$ cat src/rtl/sdram_refresh_seq.sv
module sdram_refresh_seq #(
  parameter int CLK_PS           = 10000,
  parameter int POWERUP_NS       = 100000,
  parameter int T_RP             = 2,
  parameter int T_RC             = 7,
  parameter int T_MRD            = 2,
  parameter int INIT_REFS        = 8,
  parameter int REFI_CYC         = 1560,
  parameter int REF_LATE_CYC     = 12480,
  parameter int CAS_LAT          = 2,
  parameter int BURST_LEN        = 4,
  parameter int BURST_INTERLEAVE = 0,
  parameter int ADDR_W           = 12,
  parameter int BA_W             = 2
) (
  input  logic              clk,
  input  logic              rst_n,
  input  logic              ref_gnt,
  input  logic              sr_req,
  output logic              ready,
  output logic              ref_req,
  output logic              sr_ack,
  output logic              cke,
  output logic              cs_n,
  output logic              ras_n,
  output logic              cas_n,
  output logic              we_n,
  output logic [BA_W-1:0]   ba,
  output logic [ADDR_W-1:0] addr
);

  localparam int PWRUP_CYC = (POWERUP_NS * 1000 + CLK_PS - 1) / CLK_PS;
  localparam int WAIT_MAX  = (PWRUP_CYC > T_RC + 1) ? PWRUP_CYC : T_RC + 1;
  localparam int WAIT_TOP  = (WAIT_MAX > T_MRD) ? WAIT_MAX : T_MRD;
  localparam int WAIT_W    = $clog2(WAIT_TOP + 1);
  localparam int REF_W     = $clog2(REF_LATE_CYC + 1);
  localparam int INIT_W    = $clog2(INIT_REFS + 1);

  localparam logic [2:0] BL_CODE = (BURST_LEN == 1) ? 3'd0 :
                                   (BURST_LEN == 2) ? 3'd1 :
                                   (BURST_LEN == 4) ? 3'd2 :
                                   (BURST_LEN == 8) ? 3'd3 : 3'd7;
  localparam logic [6:0] MODE_LOW  = {3'(CAS_LAT), 1'(BURST_INTERLEAVE), BL_CODE};
  localparam logic [ADDR_W-1:0] MODE_WORD = ADDR_W'(MODE_LOW);

  localparam logic [3:0] C_NOP  = 4'b0111;
  localparam logic [3:0] C_PRE  = 4'b0010;
  localparam logic [3:0] C_AREF = 4'b0001;
  localparam logic [3:0] C_MRS  = 4'b0000;

  typedef enum logic [2:0] {
    S_PWRUP, S_INIT_AR, S_MRS, S_IDLE, S_REF2, S_SELF
  } state_t;

  state_t            state;
  logic [WAIT_W-1:0] wcnt;
  logic [INIT_W-1:0] arleft;
  logic [REF_W-1:0]  rcnt;
  logic [3:0]        cmd;

  logic due, late, running;

  assign due     = rcnt >= REF_W'(REFI_CYC);
  assign late    = rcnt >= REF_W'(REF_LATE_CYC);
  assign running = (state == S_IDLE) || (state == S_REF2);

  assign ready   = (state == S_IDLE) && (wcnt == '0);
  assign ref_req = ready && due;
  assign sr_ack  = (state == S_SELF);

  assign {cs_n, ras_n, cas_n, we_n} = cmd;

  always_ff @(posedge clk or negedge rst_n) begin
    if (!rst_n) begin
      state  <= S_PWRUP;
      wcnt   <= WAIT_W'(PWRUP_CYC);
      arleft <= INIT_W'(INIT_REFS);
      rcnt   <= '0;
      cmd    <= C_NOP;
      cke    <= 1'b1;
      addr   <= '0;
      ba     <= '0;
    end else begin
      cmd  <= C_NOP;
      addr <= '0;
      ba   <= '0;
      if (running && !late)
        rcnt <= rcnt + 1'b1;
      if (wcnt != '0) begin
        wcnt <= wcnt - 1'b1;
      end else begin
        case (state)
          S_PWRUP: begin
            cmd      <= C_PRE;
            addr[10] <= 1'b1;
            wcnt     <= WAIT_W'(T_RP - 1);
            state    <= S_INIT_AR;
          end
          S_INIT_AR: begin
            cmd    <= C_AREF;
            wcnt   <= WAIT_W'(T_RC - 1);
            arleft <= arleft - 1'b1;
            if (arleft == INIT_W'(1))
              state <= S_MRS;
          end
          S_MRS: begin
            cmd   <= C_MRS;
            addr  <= MODE_WORD;
            wcnt  <= WAIT_W'(T_MRD);
            rcnt  <= '0;
            state <= S_IDLE;
          end
          S_IDLE: begin
            if (due && ref_gnt) begin
              cmd  <= C_AREF;
              wcnt <= WAIT_W'(T_RC - 1);
              rcnt <= '0;
              if (late)
                state <= S_REF2;
            end else if (!due && sr_req) begin
              cmd   <= C_AREF;
              cke   <= 1'b0;
              rcnt  <= '0;
              state <= S_SELF;
            end
          end
          S_REF2: begin
            cmd   <= C_AREF;
            wcnt  <= WAIT_W'(T_RC - 1);
            rcnt  <= '0;
            state <= S_IDLE;
          end
          S_SELF: begin
            rcnt <= '0;
            if (!sr_req) begin
              cke   <= 1'b1;
              wcnt  <= WAIT_W'(T_RC + 1);
              state <= S_IDLE;
            end
          end
          default: state <= S_IDLE;
        endcase
      end
    end
  end

endmodule

$ cat config.mk
export PLATFORM = sky130hd
export DESIGN_NAME = sdram_refresh_seq
export DESIGN_NICKNAME = d
export VERILOG_FILES = /design/src/rtl/sdram_refresh_seq.sv
export SDC_FILE = /design/constraint.sdc
export NUM_CORES = 1
export LEC_CHECK = 0
export BUFFER_PORTS_ARGS = -buffer_cell sky130_fd_sc_hd__buf_4
export CORE_MARGIN = 2
export CORE_UTILIZATION = 30
export DETAILED_ROUTE_END_ITERATION = 7
export HOLD_SLACK_MARGIN = 0.08
export PLACE_DENSITY_LB_ADDON = 0.1
export SETUP_SLACK_MARGIN = 0.4
export SLEW_MARGIN = 10
export SYNTH_ARGS = -nofsm -noshare
export SYNTH_HDL_FRONTEND = slang
export SYNTH_SLANG_ARGS = --single-unit
$ cat constraint.sdc
create_clock -name clk -period 3.7 [get_ports clk]
set_input_delay 0.37 -clock clk [delete_from_list [all_inputs] [get_ports clk]]
set_output_delay 0.37 -clock clk [all_outputs]
set_load 0.005 [all_outputs]
==> out/qor.yml <==
grt_usage_pct: 12.13
r2r_cells: 8
nFillCells: 801
p_leak_nw: 1.180
grt_pass1_wl_mm: 8.093
powerDensity_nw_per_um2: 298.1
synth_seq_cells: 41
drive_gt1_share_pct: 17.69
io_pins: 26
finalCriticalPeriod_ns: 2.899
critPathCaptureType: "output port"
place.gp.congestion: 0.7718
async_flop_share_pct: 100.0
die_area_um2: 8438
synth-edff-count: 0
cts_resized: 0
fin_nets: 268
dp_hpwl_mm: 3.347
vias_per_cell: 4.660
post_cts_buffers: 0
max_slew.worst_pin.slew_ns: 0.5480
cts-root-buf: "clkbuf_8"
hold_buffers: 0
ys_seq_area_share_pct: 44.84
clockBufferDepth: 2
synthFlopType: "dfrtp_1"
numClockSinks: 41
antenna_found_initial: 0
finClkSkew_ns: 0.008963
grt-ovfl-total: 0
final_util_pct: 33.70
clk_latency_ns: 0.29
die_h_um: 91.86
vdd_drop_max_mv: 0.1573
max-cap-violations: 0
synthCells: 245
synth_most_common_cell: "nor2_1"
status: "finished, final reports clean"
rsz0062_at_grt: "false"
hp-class: "in -> async"
first_pass_iters: 4
synth_warnings: 0
finalCritPeriodShare_pct: 78.36
maxSlewHeadroom_pct: 62.52
multiInputGateArea_um2: 1161
tns_ns: 0
final-hold-violation-count: 0
fmax_mhz: 344.9
drt-total-wl_mm: 4.673
rrSetupSlack_ns: 1.19
synthesis.area_um2: 2316
regArea_um2: 1039
worstPathArrival_ns: 2.53
worst_setup_path_start_kind: "flop"
synth_top_cell_area_share_pct: 33.50
cts_tree: "yes"
setup_viol: 0
htree_levels: 2
die_w_um: 91.86
vias: 1687
core_area_um2: 7607
whs_ns: 0.05848
slew_viol_final: 0
layoutNonFillerInstCount: 362
synthTopCellsByCount: "nor2_1 (32), dfrtp_1 (31), nand2_1 (16)"
path_clk_slew_ns: 0.08
netlist.top_cell.by_area: "dfrtp_1"
critPathKind: "reg -> out"
start_util_pct: 30.44
grt_pass1_vias: 1626
rr_startpoint: "wcnt[0]$_DFFE_PN0P_"
synth.distinct_cells: 53
area_delta_synth_final_pct: 10.70
r2r-end: "state[0]$_DFFE_PN0P_"
path_max_fanout: 10
syn_area_per_cell_um2: 9.453
detail-route-antenna-nets: 0
wl_per_cell_um: 12.91
yosys-top-cells-area: "dfrtp_1 (33%), dfstp_2 (11%), nor2_1 (5.2%)"
cts-buffers-inserted: 5
pre_cts_ws_ns: 1.082
grt_max_degree: 42
fin_ws_ns: 0.8007
drt_first_iter_violations: 72
dpl.cell_count: 354
worst_ep_required_time_ns: 3.33
drc_errors: 0
io_buffers: 13
std_cell_rows: 32
diodes: 0
## layout by cell type, fill, tap and decap left out, types with 5 or more instances in the layout
cell type,instances
buf_4,15
xor2_1,8
o21ai_0,8
conb_1,12
clkbuf_8,6
ha_1,5
a21oi_1,12
nor2_1,32
dfstp_2,10
nand3_1,12
inv_1,9
dfrtp_1,31
nand2_1,16
and2_1,5
nor3_1,9
xnor2_1,12
## report_power, final
group | switching [mW] | internal (mW)
registers | 0 | 0.448
logic | 0.0132 | 0.00285
clock network | 0.148 | 0.152
total | 0.161 | 0.603
## cells by family after synthesis
| kind of cell | after synthesis | synth area share [%] |
|---|---|---|
| AND/OR/NAND/NOR | 108 | 25.01 |
| flip-flops | 41 | 44.84 |
| AO/OA/AOI/OAI | 39 | 11.24 |
| buffers and inverters | 28 | 6.807 |
| XOR/XNOR | 21 | 8.266 |
| adder cells (fa/ha/maj) | 5 | 2.701 |
| multiplexers | 2 | 0.9724 |
| other | 1 | 0.1619 |
## flip-flops by register name, summed over array words and instances, names as in the netlist
signal,cells
cmd,3
cke,1
rcnt,14
arleft,4
addr,2
wcnt,14
state,3
## area by class of cell
cell class,count,area share [%]
Clock buffer,8,3.514
Inverter,9,1.318
Multi-Input combinational cell,187,45.29
Sequential cell,41,40.51
Tap cell,102,4.978
Timing Repair Buffer,15,4.392
## routing by layer
metal	share of wire (%)	wire length, µm	GRT usage [%]
met1	50	2314	16.76
met2	46	2171	19.00
met3	2.9	136	2.876
met4	1.1	51	3.483
met5	0	0	0
## stage by stage
step / instance area, µm² / total power [mW]
after global placement: 2474 / 0.4743
after global routing: 2564 / 0.8127
after CTS: 2564 / 0.7815
after floorplan: 2357 / 0.4697
final: 2564 / 0.7641
after detailed placement: 2474 / 0.4739
## critical path, stage by stage, from the launching register on
cell     delay [ns]
dfrtp_1        0.43
inv_1          0.07
ha_1           0.19
or4b_1         0.61
nor3_2         0.30
nand2_2        0.20
nor2_1         0.18
and2_1         0.15
buf_4          0.10
## worst max-delay path by stage
stage	cells past startpoint	startpoint	to	slack [ns]
after floorplan	8	wcnt[0]$_DFFE_PN0P_	arleft[3]$_DFFE_PN1P_	1.38
after global placement	8	wcnt[0]$_DFFE_PN0P_	ref_req	1.16
after detailed placement	8	wcnt[0]$_DFFE_PN0P_	ref_req	1.08
after CTS	8	wcnt[0]$_DFFE_PN0P_	ref_req	0.75
after global routing	8	wcnt[0]$_DFFE_PN0P_	ref_req	0.61
final	8	wcnt[0]$_DFFE_PN0P_	ref_req	0.80
No activity file was read; power rests on OpenSTA's default activity.
